[src/rtl/ssv_pkg.sv]
package ssv_pkg;

    typedef enum logic [2:0] {
        ST_OFF   = 3'd0,
        ST_SOFT  = 3'd1,
        ST_RUN   = 3'd2,
        ST_LATCH = 3'd3,
        ST_RETRY = 3'd4
    } ssv_state_e;

    typedef enum logic [1:0] {
        CAUSE_NONE = 2'd0,
        CAUSE_OLP  = 2'd1,
        CAUSE_OVP  = 2'd2,
        CAUSE_OTP  = 2'd3
    } ssv_cause_e;

    typedef struct packed {
        ssv_state_e state;
        ssv_cause_e cause;
        logic       bias_req;
    } ssv_regs_t;

endpackage

[src/rtl/ssv_sync.sv]
module ssv_sync #(
    parameter int W = 2
) (
    input  logic         clk,
    input  logic         rst_n,
    input  logic [W-1:0] async_i,
    output logic [W-1:0] sync_o
);

    for (genvar i = 0; i < W; i++) begin : g_bit
        logic meta_q;
        logic hold_q;
        always_ff @(posedge clk or negedge rst_n) begin
            if (!rst_n) begin
                meta_q <= 1'b0;
                hold_q <= 1'b0;
            end else begin
                meta_q <= async_i[i];
                hold_q <= meta_q;
            end
        end
        assign sync_o[i] = hold_q;
    end

endmodule

[src/rtl/ssv_ramp.sv]
module ssv_ramp #(
    parameter int STEP_CYC = 8,
    parameter int SS_STEPS = 4,
    localparam int CNT_W  = (STEP_CYC > 1) ? $clog2(STEP_CYC) : 1,
    localparam int STEP_W = (SS_STEPS > 1) ? $clog2(SS_STEPS) : 1
) (
    input  logic              clk,
    input  logic              rst_n,
    input  logic              adv_i,
    output logic [STEP_W-1:0] step_o,
    output logic              done_o
);

    typedef struct packed {
        logic [CNT_W-1:0]  cnt;
        logic [STEP_W-1:0] step;
    } ramp_t;

    ramp_t r_d, r_q;
    logic  tick;

    always_comb begin
        tick   = adv_i && (r_q.cnt == CNT_W'(STEP_CYC - 1));
        done_o = tick && (r_q.step == STEP_W'(SS_STEPS - 1));
        r_d    = r_q;
        if (!adv_i) begin
            r_d.cnt  = '0;
            r_d.step = '0;
        end else if (tick) begin
            r_d.cnt = '0;
            if (!done_o) begin
                r_d.step = r_q.step + 1'b1;
            end
        end else begin
            r_d.cnt = r_q.cnt + 1'b1;
        end
    end

    always_ff @(posedge clk or negedge rst_n) begin
        if (!rst_n) begin
            r_q <= '0;
        end else begin
            r_q <= r_d;
        end
    end

    assign step_o = r_q.step;

endmodule

[src/rtl/ssv_olp_timer.sv]
module ssv_olp_timer #(
    parameter int OLP_CYC = 20,
    localparam int CNT_W = (OLP_CYC > 1) ? $clog2(OLP_CYC) : 1
) (
    input  logic clk,
    input  logic rst_n,
    input  logic en_i,
    output logic fire_o
);

    logic [CNT_W-1:0] cnt_d, cnt_q;

    always_comb begin
        fire_o = en_i && (cnt_q == CNT_W'(OLP_CYC - 1));
        if (!en_i) begin
            cnt_d = '0;
        end else if (fire_o) begin
            cnt_d = cnt_q;
        end else begin
            cnt_d = cnt_q + 1'b1;
        end
    end

    always_ff @(posedge clk or negedge rst_n) begin
        if (!rst_n) begin
            cnt_q <= '0;
        end else begin
            cnt_q <= cnt_d;
        end
    end

endmodule

[src/rtl/supply_supervisor.sv]
module supply_supervisor
    import ssv_pkg::*;
#(
    parameter int STEP_CYC = 151250,
    parameter int OLP_CYC  = 90000000,
    parameter int SS_STEPS = 4,
    localparam int STEP_W  = (SS_STEPS > 1) ? $clog2(SS_STEPS) : 1
) (
    input  logic              clk,
    input  logic              rst_n,
    input  logic              vcc_start_i,
    input  logic              vcc_stop_i,
    input  logic              vcc_bias_i,
    input  logic              ovp_i,
    input  logic              otp_i,
    input  logic              fb_max_i,
    input  logic              auto_restart_i,
    output logic              sw_en_o,
    output logic              bias_req_o,
    output logic [STEP_W-1:0] ss_step_o,
    output logic [1:0]        fault_cause_o
);

    localparam int NFLAG = 7;

    logic [NFLAG-1:0] flags_a, flags_s;
    logic start_s, stop_s, bias_s, ovp_s, otp_s, fbmax_s, retry_s;

    assign flags_a = {auto_restart_i, fb_max_i, otp_i, ovp_i,
                      vcc_bias_i, vcc_stop_i, vcc_start_i};

    ssv_sync #(.W(NFLAG)) u_sync (
        .clk     (clk),
        .rst_n   (rst_n),
        .async_i (flags_a),
        .sync_o  (flags_s)
    );

    assign start_s = flags_s[0];
    assign stop_s  = flags_s[1];
    assign bias_s  = flags_s[2];
    assign ovp_s   = flags_s[3];
    assign otp_s   = flags_s[4];
    assign fbmax_s = flags_s[5];
    assign retry_s = flags_s[6];

    ssv_regs_t  st_d, st_q;
    ssv_state_e cur_state;
    logic       switching;
    logic       in_soft;
    logic       ramp_done;
    logic       olp_fire;
    logic [STEP_W-1:0] ramp_step;

    assign cur_state = st_q.state;
    assign switching = (cur_state == ST_SOFT) || (cur_state == ST_RUN);
    assign in_soft   = (cur_state == ST_SOFT);

    ssv_ramp #(.STEP_CYC(STEP_CYC), .SS_STEPS(SS_STEPS)) u_ramp (
        .clk    (clk),
        .rst_n  (rst_n),
        .adv_i  (in_soft),
        .step_o (ramp_step),
        .done_o (ramp_done)
    );

    ssv_olp_timer #(.OLP_CYC(OLP_CYC)) u_olp (
        .clk    (clk),
        .rst_n  (rst_n),
        .en_i   (switching && fbmax_s),
        .fire_o (olp_fire)
    );

    always_comb begin
        st_d = st_q;
        unique case (st_q.state)
            ST_OFF: begin
                if (start_s && !stop_s) begin
                    st_d.state = ST_SOFT;
                end
            end
            ST_SOFT, ST_RUN: begin
                if (stop_s) begin
                    st_d.state = ST_OFF;
                end else if (ovp_s) begin
                    st_d.state = ST_LATCH;
                    st_d.cause = CAUSE_OVP;
                end else if (otp_s) begin
                    st_d.state = ST_LATCH;
                    st_d.cause = CAUSE_OTP;
                end else if (olp_fire) begin
                    st_d.state = retry_s ? ST_RETRY : ST_LATCH;
                    st_d.cause = CAUSE_OLP;
                end else if (in_soft && ramp_done) begin
                    st_d.state = ST_RUN;
                end
            end
            ST_LATCH, ST_RETRY: begin
                if (stop_s) begin
                    st_d.state = ST_OFF;
                    st_d.cause = CAUSE_NONE;
                end
            end
            default: begin
                st_d.state = ST_OFF;
                st_d.cause = CAUSE_NONE;
            end
        endcase
        st_d.bias_req = bias_s && (st_d.state != ST_RETRY);
    end

    always_ff @(posedge clk or negedge rst_n) begin
        if (!rst_n) begin
            st_q <= '{state: ST_OFF, cause: CAUSE_NONE, bias_req: 1'b0};
        end else begin
            st_q <= st_d;
        end
    end

    always_comb begin
        unique case (cur_state)
            ST_SOFT: ss_step_o = ramp_step;
            ST_RUN:  ss_step_o = STEP_W'(SS_STEPS - 1);
            default: ss_step_o = '0;
        endcase
    end

    assign sw_en_o       = switching;
    assign bias_req_o    = st_q.bias_req;
    assign fault_cause_o = st_q.cause;

endmodule

[config.mk]
export PLATFORM = sky130hd
export DESIGN_NAME = supply_supervisor
export DESIGN_NICKNAME = d
export VERILOG_FILES = /design/src/rtl/ssv_pkg.sv /design/src/rtl/ssv_sync.sv /design/src/rtl/ssv_ramp.sv /design/src/rtl/ssv_olp_timer.sv /design/src/rtl/supply_supervisor.sv
export SDC_FILE = /design/constraint.sdc
export NUM_CORES = 1
export LEC_CHECK = 0
export BUFFER_PORTS_ARGS = -buffer_cell sky130_fd_sc_hd__clkbuf_2
export CAP_MARGIN = 20
export CORE_ASPECT_RATIO = 0.6
export CORE_MARGIN = 1
export CORE_UTILIZATION = 50
export CTS_CLUSTER_SIZE = 40
export DETAILED_ROUTE_END_ITERATION = 7
export PLACE_DENSITY_LB_ADDON = 0.12
export SYNTH_ARGS = -nofsm -noshare
export SYNTH_HDL_FRONTEND = slang
export SYNTH_HIERARCHICAL = 1
export SYNTH_SLANG_ARGS = --single-unit
[constraint.sdc]
create_clock -name clk -period 3.2 [get_ports clk]
set_clock_uncertainty 0.1 [all_clocks]
set_input_delay 0.32 -clock clk [delete_from_list [all_inputs] [get_ports clk]]
set_output_delay 0.32 -clock clk [all_outputs]
set_load 0.03 [all_outputs]
## After elaboration in Yosys (flattened, before gate mapping)

Index checks and enable logic that the tools add are counted.

- Register bits: 67
- Input bits: 9
- Output and inout port bits: 6
- Logic and storage cells: 71

- Add/sub/neg operators: 3
- Equal/unequal tests: 14
- Mux-type cells: 19
- Bitwise operators: 1
- Reduce and logical (&&, ||, !) cells: 14

Operators by type and width:

| cell | number |
|---|---|
| 2-to-1 mux 27 bit | 2 |
| adder 27 x 1 -> 27 bit (second input constant) | 1 |
| equality test 27 bit (second input constant) | 1 |
| 2-to-1 mux 20 bit | 1 |
| adder 18 x 1 -> 18 bit (second input constant) | 1 |
| equality test 18 bit (second input constant) | 1 |
| 2-to-1 mux 18 bit | 1 |
| 2-to-1 mux 3 bit | 5 |
| 2-to-1 mux 5 bit | 3 |
| one-hot mux 3 bit (3 select lines) | 1 |
| 2-to-1 mux 2 bit | 4 |
| logical AND 1 bit | 7 |
| equality test 3 x 2 -> 1 bit (second input constant) | 2 |
| != test 2 bit (second input constant) | 3 |
| one-hot mux 2 bit (3 select lines) | 1 |
| != test 2 x 1 -> 1 bit (second input constant) | 2 |
| != test 4 x 2 -> 1 bit (second input constant) | 1 |
| one-hot mux 2 bit (2 select lines) | 1 |
| AND reduction 4 bit | 1 |
| OR reduction 2 bit | 2 |
| equality test 3 x 1 -> 1 bit (second input constant) | 1 |
| equality test 3 bit (second input constant) | 1 |
| logical NOT 3 bit | 1 |
| != test 3 bit (second input constant) | 1 |
| other kinds (6) | 6 |

## Longest topological paths before layout

Gate-level depths: netlist (run 1).

- Word-level depth: 12
- Gate-level depth with buffers: 10
- Depth with buffers taken out: 8

## Cells and area by module

The synthesis (run 1) kept the hierarchy.

By module, submodules not included:

| module | instances | cells an instance | area an instance (µm²) | seq. area each (µm²) |
|---|---|---|---|---|
| ssv_olp_timer | 1 | 151 | 1463.9 | 675.6 |
| ssv_ramp | 1 | 105 | 1061.0 | 500.5 |
| supply_supervisor | 1 | 50 | 432.9 | 150.1 |
| ssv_sync | 1 | 21 | 402.9 | 350.3 |

## Worst setup path after synthesis (run 1)

No wires, ideal clock.

- Path kind: reg2reg
- From: reg st_q, in the netlist cur_state[0]
- To: reg st_q, in the netlist bias_req_o
- Setup time: 120 ps
- Data arrival time: 2469 ps
- Data required time: 2980 ps
- Path slack: 512 ps
- Cell stages (with the launch flop): 11
- Buffers on the path: 3
- Period minus slack after synthesis: 2688 ps
- Cell sequence: dfrtp_1 > buf_6 > xor2_1 > and3_1 > clkbuf_1 > inv_1 > clkbuf_1 > nor2_1 > nand4bb_1 > a2111o_1 > and3_1

RTL lines:

| element | line | source |
|---|---|---|
| start, declared | supply_supervisor.sv:47 | `ssv_regs_t st_d, st_q;` |
| start signal, assigned | supply_supervisor.sv:114 | `st_q <= '{state: ST_OFF, cause: CAUSE_NONE, bias_req: 1'b0};` |
| start signal, assigned | supply_supervisor.sv:116 | `st_q <= st_d;` |

==> flow_metrics.py, run 1 <==
metrics = {
    "placed_design": {
        "portBuffers": 14,
        "dp_slack_ns": 0.536,
        "dp_hpwl_microns": 4600,
        "gp_congestion": 0.824,
    },
    "timing": {
        "slew_headroom": 0.459,
        "worst_slack_ns": 0.490,
        "finalCritPeriodShare": 0.847,
        "clock.fmax_mhz": 369,
        "hold_viol": 0,
        "whs_ns": 0.250,
        "slew_violations": 0,
        "post-route-min-period_ns": 2.71,
        "grt_setup_unrepaired": "false",
        "fin_tns_setup_ns": 0,
        "worst_pin_slew_ns": 0.812,
        "finalSetupViolCount": 0,
    },
    "synthesis": {
        "synth-seq-cells": 67,
        "synth_commonest_cells": "67 x dfrtp_1, 43 x nor2_1, 24 x xor2_1",
        "async_flop_share": 1.00,
        "synthCells": 327,
        "syn_area_sq_um": 3360,
        "synth_top_area_frac": 0.499,
        "synth_largest_area_cell": "dfrtp_1",
        "syn_nets": 341,
        "synthTopCellsByArea": "dfrtp_1 50%, xor2_1 6.3%, nor2_1 4.8%",
        "ys_types": 54,
        "yosysWarnings": 6,
        "synth_edf_count": 0,
        "yosysMostFrequentCell": "dfrtp_1",
        "avgSynthCellArea_sq_um": 10.3,
        "ys_seq_area_frac": 0.499,
        "synth_ff_type": "dfrtp_1",
    },
    "pwr": {
        "p_clk_frac": 0.460,
        "power.leakage_nw": 1.62,
        "seq_power_share": 0.466,
        "p_per_area_nw_per_um2": 508,
        "power_mw": 1.92,
        "p_comb_frac": 0.074,
        "p_int_mw": 1.46,
        "p_sw_frac": 0.241,
        "ir_drop_mv": 0.304,
        "power_switching_uw": 462,
    },
    "run": {
        "cap_violations": 0,
    },
    "finish": {
        "final_net_count": 359,
        "multi_input_area_sq_um": 1540,
        "fillers": 539,
        "area_growth_pct": 12.4,
        "regArea_sq_um": 1680,
        "layout-drive-gt1-share": 0.137,
        "antenna_cells": 0,
    },
    "clocking": {
        "cts_buffers": 9,
        "clk_latency_ns": 0.36,
        "clk_path_buf_depth": 2,
        "htreeDepth": 3,
        "ctsHoldBuffers": 8,
        "cts_root_buf": "clkbuf_8",
        "cts.sinks": 67,
        "cts_setup_buffers": 0,
        "ctsResizeCount": 0,
        "cts_tree": "built",
        "clkSlewWorstSetupHoldPaths_ns": 0.08,
    },
    "drt": {
        "wl_microns": 6600,
        "drt-initial-drc-count": 114,
        "firstDrtPassIters": 4,
        "num_vias": 2409,
        "viasPerCell": 5.55,
        "antenna_left": 0,
        "drc": 0,
        "wire_per_inst_microns": 15.2,
    },
    "die": {
        "ios": 15,
        "fp-row-count": 22,
        "floorplan.initialDensity": 0.533,
        "core_area_sq_um": 6300,
        "die_area_sq_um": 7060,
        "die_h_microns": 65.5,
        "fp.dieW_microns": 108,
    },
    "global_routing": {
        "grt_overflow_total": 0,
        "grt_first_pass_wirelength_microns": 11300,
        "antenna_found_initial": 0,
        "grt_pass1_vias": 2322,
        "grt_usage": 0.219,
        "grt_max_degree": 37,
    },
    "worst_setup_path": {
        "worst-setup-path-type": "reg2reg",
        "cp-start-kind": "flip-flop",
        "rr_worst_depth": 8,
        "cp.arrival_ns": 2.86,
        "worstPathRequired_ns": 3.35,
        "crit_fanout": 10,
        "end_kind": "flip-flop",
    },
    "worst_hold_path": {
        "hp-class": "reg2reg",
        "hold_depth": 0,
    },
    "run_status": {
        "outcome": "finished, final reports clean",
    },
}
[logic make-up (layout without fill, tap and decap cells)]
family          Yosys count  count (layout)  share of synthesized area
buf+inv                  27              50                     0.0439
flops                    67              67                      0.499
simple gates            158             158                      0.274
mux                       8               8                     0.0238
compound gates           31              31                     0.0603
fa+ha+maj                 5               5                     0.0186
xor+xnor                 31              31                     0.0808
[power by group through the flow]
stage | Clock, mW | Combinational, mW | Sequential [mW]
final | 0.883 | 0.142 | 0.893
after global routing | 0.934 | 0.161 | 0.896
after CTS | 0.907 | 0.145 | 0.893
after detailed placement | 0 | 0.137 | 0.909
after global placement | 0 | 0.137 | 0.909
after floorplan | 0 | 0.0795 | 0.918
[path summary, 6_finish.rpt]
check	slack [ns]	to	startpoint
max	0.49	bias_req_o	u_olp/cnt_q[0]
min	0.25	u_sync/g_bit[4].hold_q	u_sync/g_bit[4].meta_q
max reg2reg	0.49	bias_req_o	u_olp/cnt_q[0]
min reg2reg	0.25	u_sync/g_bit[4].hold_q	u_sync/g_bit[4].meta_q
max in group asynchronous	1.77	u_olp/cnt_q[16]	rst_n
min in group asynchronous	0.49	u_ramp/step_o[1]	rst_n
[cells in the final DEF (no fill, tap or decap), types with 4 or more instances in the layout]
cell type	count
clkbuf_8	10
nand2b_1	9
dfrtp_1	67
or4_1	4
o31ai_1	5
a21oi_1	8
buf_4	4
xor2_1	24
ha_1	5
nand3_1	20
dlygate4sd3_1	8
inv_1	8
nor2_1	43
clkbuf_2	13
nand4_1	14
nor3_1	4
xnor2_1	7
nand2_1	23
and3_1	5
mux2i_1	8
o21ai_0	6
and4_1	6
[state kept, by name, indices dropped and copies added, names as in the netlist]
signal	cells
bias_req_o	1
cur_state	3
fault_cause_o	2
u_olp/cnt_q	27
u_ramp/r_q	18
u_ramp/step_o	2
u_sync/g_bit.hold_q	7
u_sync/g_bit.meta_q	7
[area by class of cell]
cell class                 count  share of cell area
sequential                    67               0.444
clock buffer                  10              0.0364
clock inverter                 6              0.0298
tap                           84              0.0278
inverter                       8             0.00795
timing repair buffer          26              0.0477
multi-input combinational    233               0.407
[critical path, cell delays in order, from the launching register on]
cell       delay, ns
dfrtp_1         0.46
ha_1            0.36
nand3_1         0.11
nor2_1          0.24
nand4_4         0.23
nor2_1          0.34
nand4bb_1       0.17
a2111o_1        0.43
and3_1          0.17
[layer usage]
layer | GRT usage | wire length, microns
met3 | 0.0734 | 418
met5 | 0 | 0
met2 | 0.271 | 2450
met1 | 0.337 | 3620
met4 | 0.0908 | 108
[stage by stage]
step                       util  area [sq um]  instances
final                     0.599          3780        434
after global routing      0.599          3780        434
after CTS                 0.599          3780        434
after detailed placement  0.547          3450        410
after global placement    0.547          3450        410
after floorplan               -          3360        327
Note: power is estimated with default switching activity, not from simulation.
==> run 2, diff against run 1 <==
- ABC_AREA: not set -> 1
- clock period: 3.2 -> 2.3 ns (I/O delays scaled with it)
==> run 2 against run 1 <==
  * Via count grew 38%
  * Non-clock buffer count grew 1
  * Register-to-register slack lost 0.22 ns
  * Synthesized cell count grew 63%
  * Cell count grew 53%
  * First-iteration DRC count grew 140%
  * Area after synthesis grew 14%
  * Critical path type unchanged
  * Utilization shrank 0.23 points
  * Hold slack lost 0.0055 ns
  * Critical path depth grew 5
  * Clock power grew 64%
==> flow_metrics.py, run 2 <==
metrics = {
    "worst_setup_path": {
        "crit_fanout": 4,
        "cp.arrival_ns": 2.16,
        "worstPathRequired_ns": 2.42,
        "end_kind": "flip-flop",
        "worst-setup-path-type": "reg2reg",
        "r2r_slack_ns": 0.27,
        "cp-start-kind": "flip-flop",
    },
    "global_routing": {
        "grt_overflow_total": 0,
        "grt_usage": 0.246,
        "grt_max_degree": 68,
        "grt_pass1_vias": 3035,
        "antenna_found_initial": 0,
        "grt_first_pass_wirelength_microns": 14900,
    },
    "die": {
        "core_area_sq_um": 7330,
        "fp.dieW_microns": 115,
        "die_area_sq_um": 8000,
        "floorplan.initialDensity": 0.521,
        "ios": 15,
        "die_h_microns": 69.7,
        "fp-row-count": 24,
    },
    "run_status": {
        "outcome": "finished, final reports clean",
    },
    "synthesis": {
        "yosysMostFrequentCell": "nand2_1",
        "synthCells": 533,
        "ys_seq_area_frac": 0.439,
        "avgSynthCellArea_sq_um": 7.16,
        "syn_nets": 547,
        "synth_ff_type": "dfrtp_1",
        "synth_top_area_frac": 0.439,
        "syn_area_sq_um": 3820,
        "yosysWarnings": 6,
        "synth_largest_area_cell": "dfrtp_1",
        "ys_types": 30,
        "synth_commonest_cells": "166 x nand2_1, 100 x nor2_1, 67 x dfrtp_1",
        "synth-seq-cells": 67,
        "synth_edf_count": 0,
        "synthTopCellsByArea": "dfrtp_1 44%, nand2_1 16%, nor2_1 9.8%",
        "async_flop_share": 1.00,
    },
    "clocking": {
        "clk_latency_ns": 0.33,
        "cts_buffers": 9,
        "htreeDepth": 3,
        "cts_setup_buffers": 0,
        "cts_tree": "built",
        "clkSlewWorstSetupHoldPaths_ns": 0.06,
        "clk_path_buf_depth": 2,
        "cts.sinks": 67,
        "cts_root_buf": "clkbuf_16",
    },
    "timing": {
        "slew_violations": 0,
        "fin_tns_setup_ns": 0,
        "hold_viol": 0,
        "slew_headroom": 0.769,
        "worst_pin_slew_ns": 0.346,
        "finalSetupViolCount": 0,
        "clock.fmax_mhz": 492,
        "finalCritPeriodShare": 0.884,
        "grt_setup_unrepaired": "false",
        "post-route-min-period_ns": 2.03,
    },
    "drt": {
        "num_vias": 3316,
        "wl_microns": 8660,
        "firstDrtPassIters": 5,
        "antenna_left": 0,
        "wire_per_inst_microns": 13.0,
        "drc": 0,
        "viasPerCell": 4.98,
        "drt-initial-drc-count": 275,
    },
    "run": {
        "cap_violations": 0,
    },
    "pwr": {
        "ir_drop_mv": 0.549,
        "p_per_area_nw_per_um2": 799,
        "power.leakage_nw": 2.01,
    },
    "placed_design": {
        "dpl.cell_count": 643,
        "gp_congestion": 0.955,
        "portBuffers": 14,
        "dp_hpwl_microns": 6390,
        "dpl_cell_area_sq_um": 3980,
    },
    "finish": {
        "top_regs": "u_olp/cnt_q (27), u_ramp/r_q (18)",
        "final_cell_mix": "166 x nand2_1, 99 x nor2_1, 66 x dfrtp_1",
        "final_net_count": 572,
        "area_growth_pct": 14.6,
        "antenna_cells": 0,
        "layout-drive-gt1-share": 0.132,
        "top_register": "u_olp/cnt_q",
        "final_cells": 666,
        "final_area_sq_um": 4380,
        "largest_reg_flops": 27,
        "final_common_cell": "nand2_1",
    },
    "worst_hold_path": {
        "hp-class": "reg2reg",
    },
}
run 2: cell type report:
class,instances,area (sq um)
clock buffer,9,225
timing repair buffer,27,200
fill,712,2950
clock inverter,6,90.1
multi-input combinational,390,1820
inverter,63,236
sequential,67,1680
tap,104,130
run 2: routing by layer:
metal	up-vias	GRT usage	routed length, microns
met5	-	0	0
met4	0	0.0476	46
met3	6	0.0734	785
met2	107	0.314	3230
met1	1515	0.400	4600
li1	1688	-	-
run 2: report_power, final:
part	total, mW	switching [mW]	internal [mW]
Clock	1.45	0.503	0.945
Combinational	0.710	0.505	0.205
Sequential	1.34	0.0782	1.26
run 2: per-stage QoR:
stage	hold WS, ns	power [mW]	utilization	worst slack (ns)
detailed placement	0.176	2.05	0.543	0.197
CTS	0.243	3.53	0.597	0.178
floorplan	-0.166	1.88	-	0.101
global route	0.252	3.69	0.597	0.0405
global placement	0.179	2.04	0.543	0.275
finish	0.245	3.50	0.597	0.266
run 2: final timing paths:
check	start	to	cells after the start
worst max-delay path	u_olp/cnt_q[19]	fault_cause_o[0]	13
worst min-delay path	u_sync/g_bit[3].meta_q	u_sync/g_bit[3].hold_q	0
worst max register to register	u_olp/cnt_q[19]	fault_cause_o[0]	13
worst min register to register	u_sync/g_bit[3].meta_q	u_sync/g_bit[3].hold_q	0
max in group asynchronous	rst_n	u_olp/cnt_q[0]	3
min in group asynchronous	rst_n	u_olp/cnt_q[19]	3
run 2: kinds of logic after synthesis:
logic type | synth area share
and+or+nand+nor | 0.409
buffers and inverters | 0.0859
DFF | 0.439
AOI/OAI and AO/OA | 0.0239
xor gates and xnor gates | 0.0252
adders and majority gates | 0.0164
run 2: critical path, stage by stage, from the launching register on:
cell and delay [ns]:
dfrtp_1 0.39, nand2_1 0.13, nor3_1 0.22, nand2_1 0.08, nor3_1 0.24, nand2_1 0.11, nor2_2 0.15, inv_2 0.06
nand2_1 0.06, nand2_1 0.05, nand2_2 0.09, nand3b_1 0.11, nand2_1 0.08, nand2_1 0.04
run 2: what timing repair did:
action / in CTS / in global routing
setup endpoints to repair: 0 / 3
gates resized for setup: 0 / 2
endpoints found under the hold margin: 74 / 0
hold buffers: 8 / 0
